### config.mk
export PLATFORM = sky130hd
export DESIGN_NAME = scc_top
export DESIGN_NICKNAME = d
export VERILOG_FILES = /design/src/rtl/scc_pkg.sv /design/src/rtl/scc_sign_tracker.sv /design/src/rtl/scc_run_counter.sv /design/src/rtl/scc_window_cmp.sv /design/src/rtl/scc_phase_fsm.sv /design/src/rtl/scc_top.sv
export SDC_FILE = /design/constraint.sdc
export NUM_CORES = 1
export LEC_CHECK = 0
export ABC_AREA = 1
export BUFFER_PORTS_ARGS = -buffer_cell sky130_fd_sc_hd__buf_2
export CORE_ASPECT_RATIO = 1.2
export CORE_MARGIN = 10
export CORE_UTILIZATION = 46
export CTS_CLUSTER_DIAMETER = 40
export CTS_CLUSTER_SIZE = 10
export DETAILED_ROUTE_END_ITERATION = 16
export PLACE_DENSITY = 0.71
export RECOVER_POWER = 50
export SYNTH_ARGS = -nofsm -noshare
export SYNTH_HDL_FRONTEND = slang
export SYNTH_SLANG_ARGS = --single-unit
### constraint.sdc
create_clock -name clk -period 4.8 [get_ports clk]
set_clock_uncertainty 0.1 [all_clocks]
set_input_delay 0.96 -clock clk [delete_from_list [all_inputs] [get_ports clk]]
set_output_delay 0.96 -clock clk [all_outputs]
set_load 0.02 [all_outputs]
### src/rtl/scc_pkg.sv
package scc_pkg;

    typedef enum logic [1:0] {
        ST_PRIME  = 2'd0,
        ST_TRACK  = 2'd1,
        ST_STEADY = 2'd2
    } phase_t;

endpackage

### src/rtl/scc_sign_tracker.sv
module scc_sign_tracker (
    input  logic clk,
    input  logic rst_n,
    input  logic sample_valid,
    input  logic sample_sign,
    output logic last_sign,
    output logic signs_agree
);

    always_ff @(posedge clk) begin
        if (!rst_n) begin
            last_sign <= 1'b0;
        end else if (sample_valid) begin
            last_sign <= sample_sign;
        end
    end

    always_comb begin
        signs_agree = (sample_sign == last_sign);
    end

endmodule

### src/rtl/scc_run_counter.sv
module scc_run_counter #(
    parameter int CNT_W = 16
) (
    input  logic             clk,
    input  logic             rst_n,
    input  logic             cnt_en,
    input  logic             cnt_clr,
    output logic [CNT_W-1:0] cnt_val
);

    localparam logic [CNT_W-1:0] CNT_MAX = {CNT_W{1'b1}};

    always_ff @(posedge clk) begin
        if (!rst_n) begin
            cnt_val <= '0;
        end else if (cnt_clr) begin
            cnt_val <= '0;
        end else if (cnt_en && (cnt_val != CNT_MAX)) begin
            cnt_val <= cnt_val + 1'b1;
        end
    end

endmodule

### src/rtl/scc_window_cmp.sv
module scc_window_cmp #(
    parameter int CNT_W = 16
) (
    input  logic [CNT_W-1:0] cnt_val,
    input  logic [CNT_W-1:0] win_len,
    output logic             win_reached
);

    logic [CNT_W:0] run_after;

    always_comb begin
        run_after   = {1'b0, cnt_val} + {{CNT_W{1'b0}}, 1'b1};
        win_reached = (run_after >= {1'b0, win_len});
    end

endmodule

### src/rtl/scc_phase_fsm.sv
module scc_phase_fsm
    import scc_pkg::*;
(
    input  logic   clk,
    input  logic   rst_n,
    input  logic   sample_valid,
    input  logic   signs_agree,
    input  logic   win_reached,
    output phase_t phase,
    output logic   cnt_en,
    output logic   cnt_clr,
    output logic   steady
);

    phase_t phase_nx;

    always_ff @(posedge clk) begin
        if (!rst_n) begin
            phase <= ST_PRIME;
        end else begin
            phase <= phase_nx;
        end
    end

    always_comb begin
        phase_nx = phase;
        unique case (phase)
            ST_PRIME: begin
                if (sample_valid) phase_nx = ST_TRACK;
            end
            ST_TRACK: begin
                if (sample_valid && signs_agree && win_reached) phase_nx = ST_STEADY;
            end
            ST_STEADY: begin
                phase_nx = ST_STEADY;
            end
            default: phase_nx = ST_PRIME;
        endcase
    end

    always_comb begin
        cnt_en  = 1'b0;
        cnt_clr = 1'b0;
        steady  = 1'b0;
        unique case (phase)
            ST_PRIME: begin
                cnt_clr = sample_valid;
            end
            ST_TRACK: begin
                cnt_en  = sample_valid && signs_agree;
                cnt_clr = sample_valid && !signs_agree;
            end
            ST_STEADY: begin
                steady = 1'b1;
            end
            default: begin
                cnt_clr = 1'b1;
            end
        endcase
    end

endmodule

### src/rtl/scc_top.sv
module scc_top
    import scc_pkg::*;
#(
    parameter int FILT_ORDER = 16,
    parameter int CNT_W      = 16,
    parameter int P_W        = 4,
    localparam int BASE_SH   = $clog2(FILT_ORDER),
    localparam int MAX_SH    = BASE_SH + (2 ** P_W) - 1,
    localparam int SHIFT_W   = $clog2(MAX_SH + 1)
) (
    input  logic               clk,
    input  logic               rst_n,
    input  logic               err_valid,
    input  logic               err_sign,
    input  logic [CNT_W-1:0]   window_len,
    input  logic [P_W-1:0]     fine_shift,
    output logic               steady_sel,
    output logic [SHIFT_W-1:0] mu_shift
);

    localparam logic [SHIFT_W-1:0] BASE_VAL = SHIFT_W'(BASE_SH);

    logic             prev_sign;
    logic             same_sign;
    logic             reach;
    logic             run_en;
    logic             run_clr;
    logic [CNT_W-1:0] run_count;
    phase_t           phase;

    scc_sign_tracker u_sign (
        .clk          (clk),
        .rst_n        (rst_n),
        .sample_valid (err_valid),
        .sample_sign  (err_sign),
        .last_sign    (prev_sign),
        .signs_agree  (same_sign)
    );

    scc_run_counter #(.CNT_W(CNT_W)) u_cnt (
        .clk     (clk),
        .rst_n   (rst_n),
        .cnt_en  (run_en),
        .cnt_clr (run_clr),
        .cnt_val (run_count)
    );

    scc_window_cmp #(.CNT_W(CNT_W)) u_cmp (
        .cnt_val     (run_count),
        .win_len     (window_len),
        .win_reached (reach)
    );

    scc_phase_fsm u_fsm (
        .clk          (clk),
        .rst_n        (rst_n),
        .sample_valid (err_valid),
        .signs_agree  (same_sign),
        .win_reached  (reach),
        .phase        (phase),
        .cnt_en       (run_en),
        .cnt_clr      (run_clr),
        .steady       (steady_sel)
    );

    always_comb begin
        if (steady_sel) begin
            mu_shift = BASE_VAL + SHIFT_W'(fine_shift);
        end else begin
            mu_shift = BASE_VAL;
        end
    end

endmodule

# == Word-level counts from Yosys, hierarchy flattened ==
# Index checks and enable logic that the tools add are counted.
# word_totals
regBits,19
input_bits,24
output_inout_bits,6
word_cells,29
# classes
add_sub_neg,3
n_lt_le_gt_ge,1
n_eq_ne,6
mux,7
n_bitwise,1
n_reduce_logical,8
# ops
op,count
"adder 16 x 1 -> 17 bit, second input constant",1
greater-or-equal comparator 17 x 16 -> 1 bit,1
"adder 16 x 1 -> 16 bit, second input constant",1
"inequality test 16 bit, second input constant",1
one-hot mux 2 bit (3 select lines),1
"adder 3 x 4 -> 5 bit, first input constant",1
two-way mux 5 bit,1
logical AND 1 bit,4
two-way mux 2 bit,2
one-hot mux 1 bit (3 select lines),1
"equality test 2 x 1 -> 1 bit, second input constant",1
"equality test 2 bit, second input constant",1
zero test 2 bit,1
two-way mux 1 bit,2
"inequality test 2 x 1 -> 1 bit, second input constant",1
"inequality test 2 bit, second input constant",1
AND reduction 2 bit,1
OR reduction 2 bit,1
equality test 1 bit,1
zero test 1 bit,1
NOT 1 bit,1

# == Depth between registers and ports, before layout ==
# Gate-level depths: netlist of run 1.
# depth
depth_word,5
mapped_depth,20
ltp_nobuf,20

# == Cells and area by module ==
# From an unflattened synthesis of run 1, not the netlist that was laid out.
# hier_totals
cells_unflattened,340
hier_area_um2,2039.5
# by_module_without_submodules
mod,n_inst,cells_per_inst,area_each_um2,seq_area_each_um2
scc_run_counter,1,153,910.9,320.3
scc_window_cmp,1,143,834.6,0.0
scc_phase_fsm,1,27,197.7,40.0
scc_sign_tracker,1,7,50.0,20.0
scc_top,1,10,46.3,0.0

# == Least setup slack after synthesis of run 1 ==
# No wires, ideal clock.
# synth_timing
path_kind,register to register
from,register u_cnt.cnt_val[0]
to,register u_fsm.phase[0]
setup_time_ps,115
t_arrival_ps,2360
t_required_ps,4585
setup_slack_ps,2225
path_stages_with_launch,21
n_path_buf,0
period_less_slack_ps,2575
cell_sequence,dfxtp_1 > ha_1 > nand2_2 > nor2_4 > nand4_4 > nor2_2 > nand3_1 > xor2_1 > inv_1 > ha_1 > nand2_1 > nor2_1 > nand2_1 > o21ai_0 > nand2_1 > nand2_1 > nor2_1 > nand2_1 > nand3_1 > nand2_1 > nor2_1
# synth_between
elab_chain_cells,5
# synth_rtl
item,line,source
from (decl),scc_run_counter.sv:8,output logic [CNT_W-1:0] cnt_val
from (signal assigned),scc_run_counter.sv:19,cnt_val <= cnt_val + 1'b1;
adder 16 x 1 -> 17 bit,scc_window_cmp.sv:12,"run_after = {1'b0, cnt_val} + {{CNT_W{1'b0}}, 1'b1};"
via u_cmp.run_after[12],scc_window_cmp.sv:9,logic [CNT_W:0] run_after;
greater-or-equal comparator 17 x 16 -> 1 bit,scc_window_cmp.sv:13,"win_reached = (run_after >= {1'b0, win_len});"
logical AND 1 bit,scc_phase_fsm.sv:32,if (sample_valid && signs_agree && win_reached) phase_nx = ST_STEADY;
inequality test 2 x 1 -> 1 bit (no line),n/a,
AND reduction 2 bit (no line),n/a,
to (signal assigned),scc_phase_fsm.sv:21,phase <= phase_nx;
to (decl),scc_phase_fsm.sv:9,"output phase_t phase,"
# The timed path passes the listed nets, and every way through them passes these cells.
# A chain may end at the register's enable or synchronous reset.

# == Worst setup path after layout of run 1 ==
# layout_timing
from,register u_cnt.cnt_val[0]
to,register u_fsm.phase[1]
# The elaborated chain is that of the path after synthesis.

==> flow_metrics.py, run 1 <==
metrics = {
    "power_and_ir_drop": {
        "power.switching_mw": 0.206,
        "leakagePower_nw": 1.09,
        "p_int_mw": 0.312,
        "ir_drop_mv": 0.135,
        "p_seq_share_pct": 38.3,
        "pwr_density_cell_nw_per_um2": 271,
        "combinationalPowerShare_pct": 39.8,
        "netSwitchingFraction_pct": 39.8,
        "p_clk_share_pct": 21.9,
    },
    "floorplanning": {
        "io_pins": 30,
        "fp.dieH_um": 87.1,
        "rows": 24,
        "coreArea_um2": 3630,
        "die_area_um2": 6620,
        "chipWidth_um": 76.0,
        "start_util_pct": 47.6,
    },
    "clocking": {
        "hold_buffers": 0,
        "post_cts_resized": 0,
        "clk_latency_ns": 0.26,
        "clock-sinks": 19,
        "cts_setup_buffers": 0,
        "cts_tree": "done",
        "cts_buffers": 3,
        "htree_num_levels": 1,
        "cts_max_path_buffers": 2,
        "cts-root-buf": "clkbuf_8",
        "path_clk_slew_ns": 0.07,
    },
    "drt": {
        "ant_nets": 0,
        "wl_um": 3480,
        "num_vias": 1524,
        "drc_errors": 0,
        "dr.pass1.iters": 4,
        "via_per_inst": 4.62,
        "routedWlPerCell_um": 10.5,
        "drtIter0Drc": 48,
    },
    "finish": {
        "n_antenna_cell": 0,
        "nets": 326,
        "utilization_pct": 52.7,
        "syn2layout_area_growth_pct": 10.7,
        "drive_gt1_share_pct": 18.7,
    },
    "sta": {
        "setup_violations": 0,
        "fin_crit_sh_pct": 63.6,
        "min_period_ns": 3.05,
        "drv_slew": 0,
        "maxSlewHeadroom_pct": 58.0,
        "fin_tns_setup_ns": 0,
        "rsz0062_at_grt": "no",
        "fmax_ghz": 0.327,
        "tightest_slew_ns": 0.629,
        "hold_viol": 0,
    },
    "synthesis": {
        "syn_inst": 249,
        "yosysMostFrequentCell": "inv_1",
        "ys.flop_type": "dfxtp_1",
        "ys_types": 31,
        "synth-seq-cells": 19,
        "synth_edf_count": 0,
        "syn_avg_cell_area_um2": 6.94,
        "async_reset_ff_share_pct": 0,
        "ys_seq_area_share_pct": 22.0,
        "synth_top_cells_by_area": "dfxtp_1 (22%), ha_1 (17%), inv_1 (11%)",
        "synth_top_area_share_pct": 22.0,
        "yosys-top-cells-count": "inv_1 (50), nand2_1 (42), nor2_1 (24)",
        "yosysTopAreaCell": "dfxtp_1",
        "synth_area_um2": 1730,
        "ys.warnings.count": 0,
        "syn-num-nets": 296,
    },
    "placement": {
        "port_buffers": 29,
        "dpl.hpwl_um": 2920,
        "gp_congestion": 0.772,
    },
    "global_route": {
        "grt_pass1_wl_um": 5930,
        "antenna_found_initial": 0,
        "grt_max_degree": 21,
        "track_usage_pct": 10.5,
        "grt.overflow.total": 0,
        "first_global_vias": 1438,
    },
    "setup_path": {
        "cp-end-kind": "flop",
        "crit_required_ns": 4.86,
        "worstPathArrival_ns": 3.11,
        "cp_max_fo": 4,
        "start_kind": "flop",
        "worstSetupPathType": "reg2reg",
    },
    "flow_run": {
        "drv_cap": 0,
    },
    "outcome": {
        "status": "finished, final reports clean",
    },
    "min_path": {
        "hp-class": "reg2reg",
    },
}
power by group through the flow:
stage | clock network [mW] | logic, mW | registers (mW)
after detailed placement | 0 | 0.212 | 0.203
after CTS | 0.116 | 0.212 | 0.199
after floorplan | 0 | 0.168 | 0.198
after global routing | 0.121 | 0.241 | 0.202
after global placement | 0 | 0.206 | 0.203
final | 0.114 | 0.206 | 0.199
layout by cell type (no fill, tap or decap):
master	count
or3_1	1
xor2_2	1
nor2_4	3
o21bai_1	2
nand2_1	43
ha_1	23
nor3_2	1
o21ai_0	14
nand3_2	1
xor2_1	12
buf_2	28
nand3_1	5
nor2_2	3
nor3_1	1
nand2_4	1
nand4_2	1
inv_2	5
o21ai_1	7
clkinv_2	1
clkbuf_1	1
nand2_2	2
a211oi_2	1
dfxtp_1	19
nor2_1	25
a21oi_1	19
and2_1	1
nand4_1	3
clkbuf_8	3
inv_1	50
a31o_2	1
routing by layer:
layer	track usage, %	share of wire (%)	wire length, µm
met2	20.1	52	1810
met4	3.97	1.1	38
met1	11.3	45	1570
met3	1.76	1.8	64
met5	0	0	0
cell families after synthesis:
family / Yosys count / share of synthesized area, %
AOI/OAI and AO/OA: 44 / 13.9
DFF: 19 / 22.0
and+or+nand+nor: 91 / 26.1
xor gates and xnor gates: 13 / 7.02
buffers and inverters: 59 / 14.3
adders and majority gates: 23 / 16.7
critical path, cell delays in order (launching register included):
cell	delay, ns
dfxtp_1	0.39
ha_1	0.21
nand2_2	0.06
nor2_1	0.19
nand4_1	0.24
nor2_2	0.21
nand3_1	0.10
xor2_1	0.18
inv_1	0.07
ha_1	0.29
nand2_1	0.06
nor2_1	0.13
nand2_1	0.10
o21ai_0	0.15
nand2_1	0.06
nand2_1	0.06
nor2_1	0.04
nand2_1	0.12
nand3_1	0.08
nand2_1	0.06
nor2_1	0.03
per-stage QoR:
stage	power [mW]	hold slack, ns	instances	cell area, µm²	worst slack [ns]
finish	0.519	0.401	330	1910	1.75
global route	0.564	0.442	330	1910	1.40
CTS	0.528	0.416	330	1940	1.93
detailed placement	0.414	0.395	326	1900	1.95
global placement	0.409	0.382	326	1900	2.04
floorplan	0.366	0.365	249	1730	2.23
layout make-up:
class	instances	area [µm²]
well taps	52	65.1
flip-flops and latches	19	380
inverters	55	206
fillers	385	1720
multi-input cells	171	1070
clock buffers	3	41.3
clock inverters	1	5.00
repair buffers	29	144
flip-flops by register name (all words and copies together) (netlist names):
register          flops
u_sign.last_sign      1
u_cnt.cnt_val        16
u_fsm.phase           2
worst paths after layout:
path / slack [ns] / startpoint / depth (start not counted) / end
min reg2reg: 0.40 / u_cnt.cnt_val[3] / 2 / u_cnt.cnt_val[3]
max reg2reg: 1.75 / u_cnt.cnt_val[0] / 20 / u_fsm.phase[1]
min: 0.40 / u_cnt.cnt_val[3] / 2 / u_cnt.cnt_val[3]
max: 1.75 / u_cnt.cnt_val[0] / 20 / u_fsm.phase[1]
(Power assumes the default switching activity.)
==> inputs of run 2 (changes only) <==
Clock period 4.8 ns to 3.05 ns, I/O delays scaled along.
==> flow_metrics.py, run 2 (synthesized netlist as in run 1, its figures left out) <==
metrics = {
    "floorplanning": {
        "chipWidth_um": 76.0,
        "rows": 24,
        "coreArea_um2": 3630,
        "io_pins": 30,
        "fp.dieH_um": 87.1,
        "start_util_pct": 47.6,
        "die_area_um2": 6620,
    },
    "global_route": {
        "first_global_vias": 1484,
        "antenna_found_initial": 0,
        "grt.overflow.total": 0,
        "grt_max_degree": 21,
        "grt_pass1_wl_um": 6240,
        "track_usage_pct": 11.1,
    },
    "setup_path": {
        "crit_start": "u_cnt.cnt_val[0]",
        "endpoint": "u_fsm.phase[1]",
        "critPathSlowestCell": "dfxtp_2",
        "crit_required_ns": 3.11,
        "path_cells": "ha_2 > nand2_2 > nor2_4 > nand4_4 > nor2_4 > nand3_1 > xor2_1 > inv_1 > ha_1 > nand2_1 > nor2_2 > nand2_1 > o21ai_1 > nand2_1 > nand2_1 > nor2_1 > nand2_1 > nand3_1 > nand2_1 > nor2_1",
        "cp_num_buf_inv": 1,
        "cp-end-kind": "flop",
        "r2r-end": "u_fsm.phase[1]",
        "reg2reg_depth": 20,
        "path_common_cell": "nand2_1",
        "worstPathArrival_ns": 2.78,
        "timing.rr.start": "u_cnt.cnt_val[0]",
        "worstSetupPathType": "reg2reg",
        "crit_cells": 20,
        "start_kind": "flop",
        "r2r_setup_slack_ns": 0.33,
        "crit_family": "simple AND/OR/NAND/NOR gates",
        "cp_max_fo": 4,
        "slowest_delay_ns": 0.37,
    },
    "drt": {
        "wl_um": 3500,
        "routedWlPerCell_um": 10.6,
        "drtIter0Drc": 45,
        "via_per_inst": 4.66,
        "num_vias": 1537,
        "dr.pass1.iters": 4,
        "drc_errors": 0,
        "ant_nets": 0,
    },
    "power_and_ir_drop": {
        "ir_drop_mv": 0.243,
        "pwr_density_cell_nw_per_um2": 425,
        "p_clk_share_pct": 22.7,
        "finalPower_mw": 0.828,
        "netSwitchingFraction_pct": 40.5,
        "leakagePower_nw": 1.09,
        "p_seq_share_pct": 37.9,
        "p_int_mw": 0.492,
        "power.switching_mw": 0.335,
        "combinationalPowerShare_pct": 39.4,
    },
    "sta": {
        "setup_violations": 0,
        "fin_crit_sh_pct": 89.2,
        "maxSlewHeadroom_pct": 57.5,
        "fmax_ghz": 0.368,
        "tightest_slew_ns": 0.636,
        "fin_tns_setup_ns": 0,
        "drv_slew": 0,
        "hold_viol": 0,
        "min_period_ns": 2.72,
        "rsz0062_at_grt": "no",
    },
    "finish": {
        "drive_gt1_share_pct": 19.8,
        "top_register": "u_cnt.cnt_val",
        "n_antenna_cell": 0,
        "largest_reg_flops": 16,
        "final_cell_mix": "inv_1 (50), nand2_1 (43), buf_2 (25)",
        "largestRegisters": "u_cnt.cnt_val x16, u_fsm.phase x2, u_sign.last_sign x1",
        "nets": 326,
        "layout_commonest_cell": "inv_1",
        "syn2layout_area_growth_pct": 12.8,
        "utilization_pct": 53.7,
    },
    "placement": {
        "port_buffers": 29,
        "gp_congestion": 0.772,
        "dpl.hpwl_um": 2940,
    },
    "clocking": {
        "clk_latency_ns": 0.26,
        "cts_buffers": 3,
        "cts-root-buf": "clkbuf_8",
        "cts_max_path_buffers": 2,
        "path_clk_slew_ns": 0.08,
        "cts_tree": "done",
        "clock-sinks": 19,
        "htree_num_levels": 1,
    },
    "outcome": {
        "status": "finished, final reports clean",
    },
    "flow_run": {
        "drv_cap": 0,
    },
    "min_path": {
        "hp-class": "reg2reg",
        "worstHoldPathCells": 2,
    },
}
==> run 2: changes by cell type in the layout (fill, tap and decap cells not counted), moves of 2 or more <==
cell / delta
buf_2: -3
nor2_1: -2
clkbuf_1: +3
nor2_4: +2
==> run 2: repair_timing <==
action / CTS / global route
gates resized for setup: 0 / 5
setup buffers: 0 / 0
hold buffers: 0 / 0
setup endpoints to repair: 0 / 2
==> run 2: per-layer routing <==
metal / vias to the layer above / routed length, µm / GRT usage [%]
met1: 684 / 1510 / 11.9
li1: 836 / - / -
met3: 4 / 76 / 1.86
met4: 0 / 53 / 5.00
met5: - / 0 / 0
met2: 13 / 1860 / 20.9
==> run 2: area by class of cell <==
cell class	instances	area, µm²
Tap cell	52	65.1
Clock inverter	1	7.51
Timing Repair Buffer	29	140
Clock buffer	3	41.3
Inverter	55	206
Multi-Input combinational cell	171	1110
Fill cell	376	1680
Sequential cell	19	382
==> run 2: worst min path at each step <==
stage / endpoint / slack (ns) / startpoint
3_5_place_dp: u_cnt.cnt_val[14] / 0.39 / u_cnt.cnt_val[14]
3_3_place_gp: u_cnt.cnt_val[14] / 0.38 / u_cnt.cnt_val[14]
6_report: u_cnt.cnt_val[1] / 0.42 / u_cnt.cnt_val[1]
2_1_floorplan: u_cnt.cnt_val[14] / 0.36 / u_cnt.cnt_val[14]
4_1_cts: u_cnt.cnt_val[14] / 0.41 / u_cnt.cnt_val[14]
5_1_grt: u_cnt.cnt_val[1] / 0.45 / u_cnt.cnt_val[1]
==> run 2: power groups by stage <==
| stage | registers, mW | logic, mW | clock network [mW] |
|---|---|---|---|
| CTS | 0.314 | 0.335 | 0.193 |
| floorplan | 0.312 | 0.265 | 0 |
| detailed placement | 0.319 | 0.333 | 0 |
| global placement | 0.319 | 0.324 | 0 |
| global route | 0.319 | 0.382 | 0.204 |
| finish | 0.314 | 0.326 | 0.188 |
==> run 2: worst min-delay path, stage by stage (launching register included) <==
cell,delay [ns]
dfxtp_1,0.33
nor2_1,0.10
nor2_1,0.05
==> run 2: per-stage QoR <==
step	setup WS (ns)	cells	cell area, µm²	hold WS (ns)
6_report	0.330	330	1950	0.415
5_1_grt	0.0342	330	1950	0.451
4_1_cts	0.169	330	1950	0.414
3_5_place_dp	0.192	326	1900	0.395
3_3_place_gp	0.291	326	1900	0.382
2_1_floorplan	0.475	249	1730	0.365
==> inputs of run 3 (changes only) <==
Settings changed: ABC_AREA 1 to 0.
==> flow_metrics.py, run 3 <==
metrics = {
    "outcome": {
        "status": "finished, final reports clean",
    },
    "synthesis": {
        "synth_top_cells_by_area": "dfxtp_1 (23%), ha_1 (18%), xnor2_1 (9.2%)",
        "synth-seq-cells": 19,
        "synth_edf_count": 0,
        "ys_seq_area_share_pct": 23.4,
        "async_reset_ff_share_pct": 0,
        "synth_top_area_share_pct": 23.4,
        "yosysMostFrequentCell": "ha_1",
        "ys_types": 37,
        "syn_inst": 198,
        "yosys-top-cells-count": "ha_1 (23), inv_1 (20), dfxtp_1 (19)",
        "syn-num-nets": 245,
        "syn_avg_cell_area_um2": 8.21,
        "synth_area_um2": 1630,
        "ys.flop_type": "dfxtp_1",
        "yosysTopAreaCell": "dfxtp_1",
        "ys.warnings.count": 0,
    },
    "finish": {
        "top_register": "u_cnt.cnt_val",
        "largestRegisters": "u_cnt.cnt_val x16, u_fsm.phase x2, u_sign.last_sign x1",
        "nets": 286,
        "instances_no_fill": 275,
        "n_antenna_cell": 0,
        "syn2layout_area_growth_pct": 19.3,
        "final_cell_mix": "ha_1 (23), buf_2 (23), inv_1 (20)",
        "largest_reg_flops": 16,
        "drive_gt1_share_pct": 20.6,
    },
    "sta": {
        "hold_ws_ns": 0.399,
        "fmax_ghz": 0.353,
        "hold_viol": 0,
        "drv_slew": 0,
        "rsz0062_at_grt": "no",
        "fin_crit_sh_pct": 92.8,
        "maxSlewHeadroom_pct": 52.2,
        "tightest_slew_ns": 0.716,
        "fin_tns_setup_ns": 0,
        "min_period_ns": 2.83,
        "setup_violations": 0,
    },
    "min_path": {
        "min_from": "u_cnt.cnt_val[1]",
        "hp-class": "reg2reg",
        "worstHoldPathCells": 2,
    },
    "clocking": {
        "clock-sinks": 19,
        "cts-root-buf": "clkbuf_8",
        "cts_tree": "done",
        "clk_latency_ns": 0.26,
        "cts_max_path_buffers": 2,
        "path_clk_slew_ns": 0.08,
        "cts_setup_buffers": 0,
        "hold_buffers": 0,
        "cts_buffers": 3,
        "htree_num_levels": 1,
    },
    "drt": {
        "drtIter0Drc": 48,
        "via_per_inst": 5.28,
        "num_vias": 1453,
        "routedWlPerCell_um": 13.2,
        "dr.pass1.iters": 5,
        "wl_um": 3630,
        "ant_nets": 0,
        "drc_errors": 0,
    },
    "floorplanning": {
        "start_util_pct": 48.3,
        "die_area_um2": 6320,
        "rows": 23,
        "coreArea_um2": 3370,
        "fp.dieH_um": 85.1,
        "io_pins": 30,
        "chipWidth_um": 74.3,
    },
    "setup_path": {
        "worstPathArrival_ns": 2.92,
        "cp_max_fo": 4,
        "crit_family": "simple AND/OR/NAND/NOR gates",
        "crit_start": "u_cnt.cnt_val[1]",
        "slowest_delay_ns": 0.40,
        "reg2reg_depth": 11,
        "crit_cells": 11,
        "path_cells": "and3_1 > nand4_4 > or2_2 > nor2_1 > xor2_1 > ha_1 > a21oi_1 > nand2_1 > a2111oi_4 > a2bb2oi_2 > mux2i_1",
        "timing.rr.start": "u_cnt.cnt_val[1]",
        "worstSetupPathType": "reg2reg",
        "cp_num_buf_inv": 0,
        "crit_required_ns": 3.14,
        "cp-end-kind": "flop",
        "critPathSlowestCell": "a2111oi_4",
        "start_kind": "flop",
    },
    "placement": {
        "port_buffers": 29,
        "gp_congestion": 0.771,
        "dpl.hpwl_um": 2900,
        "dpl.cell_count": 271,
    },
    "power_and_ir_drop": {
        "ir_drop_mv": 0.387,
        "leakagePower_nw": 0.891,
        "pwr_density_cell_nw_per_um2": 366,
    },
    "global_route": {
        "first_global_vias": 1502,
        "grt_pass1_wl_um": 6220,
        "grt_max_degree": 18,
        "grt.overflow.total": 0,
        "antenna_found_initial": 0,
        "track_usage_pct": 11.8,
    },
    "flow_run": {
        "drv_cap": 0,
    },
}
## run 3: kinds of logic after synthesis
group / after synthesis / share of synthesized area (%)
AOI/OAI and AO/OA: 28 / 10.9
xor gates and xnor gates: 24 / 12.9
adders and majority gates: 23 / 17.7
buffers and inverters: 24 / 6.31
DFF: 19 / 23.4
muxes: 3 / 1.85
and+or+nand+nor: 77 / 26.9
## run 3: power breakdown
| group | switching [mW] | total (mW) | internal (mW) |
|---|---|---|---|
| combinational | 0.151 | 0.248 | 0.0970 |
| clock | 0.0922 | 0.183 | 0.0909 |
| sequential | 0.0158 | 0.279 | 0.263 |
## run 3: final timing paths
| path | end | slack [ns] |
|---|---|---|
| setup / recovery | u_fsm.phase[1] | 0.22 |
| setup reg to reg | u_fsm.phase[1] | 0.22 |
| hold / removal | u_cnt.cnt_val[1] | 0.40 |
| hold reg to reg | u_cnt.cnt_val[1] | 0.40 |
## run 3: stage by stage
step | cell area, µm² | worst slack (ns) | total power [mW] | util [%]
6_report | 1940 | 0.218 | 0.710 | 57.6
5_1_grt | 1940 | 0.000612 | 0.761 | 57.6
4_1_cts | 1920 | 0.0372 | 0.716 | 57.0
3_5_place_dp | 1870 | 0.0150 | 0.534 | 55.6
3_3_place_gp | 1870 | 0.0884 | 0.530 | 55.6
2_1_floorplan | 1630 | 0.0967 | 0.464 | -
## run 3: final cells by class
class	count	area, µm²
clock buffers	3	41.3
clock inverters	1	5.00
fillers	327	1430
inverters	20	75.1
multi-input cells	155	1170
flip-flops and latches	19	380
well taps	37	46.3
repair buffers	40	224
## run 3: per-layer routing
layer	global-route usage, %	up-vias	routed length (µm)
met5	0	-	0
met4	4.33	0	62
met3	3.73	8	263
met2	19.6	38	1700
met1	13.6	644	1610
li1	-	763	-
## run 3: timing repair
action	in CTS	in global routing
resized for setup	1	5
pin swaps	0	4
endpoints found under the setup margin	2	2
## run 3: worst register-to-register path: cells and delay by family (launching register included)
kind | cells | cell delay [ns]
fa+ha+maj | 1 | 0.27
compound gates | 3 | 0.79
simple gates | 5 | 0.90
flops | 1 | 0.37
mux | 1 | 0.18
xor+xnor | 1 | 0.16
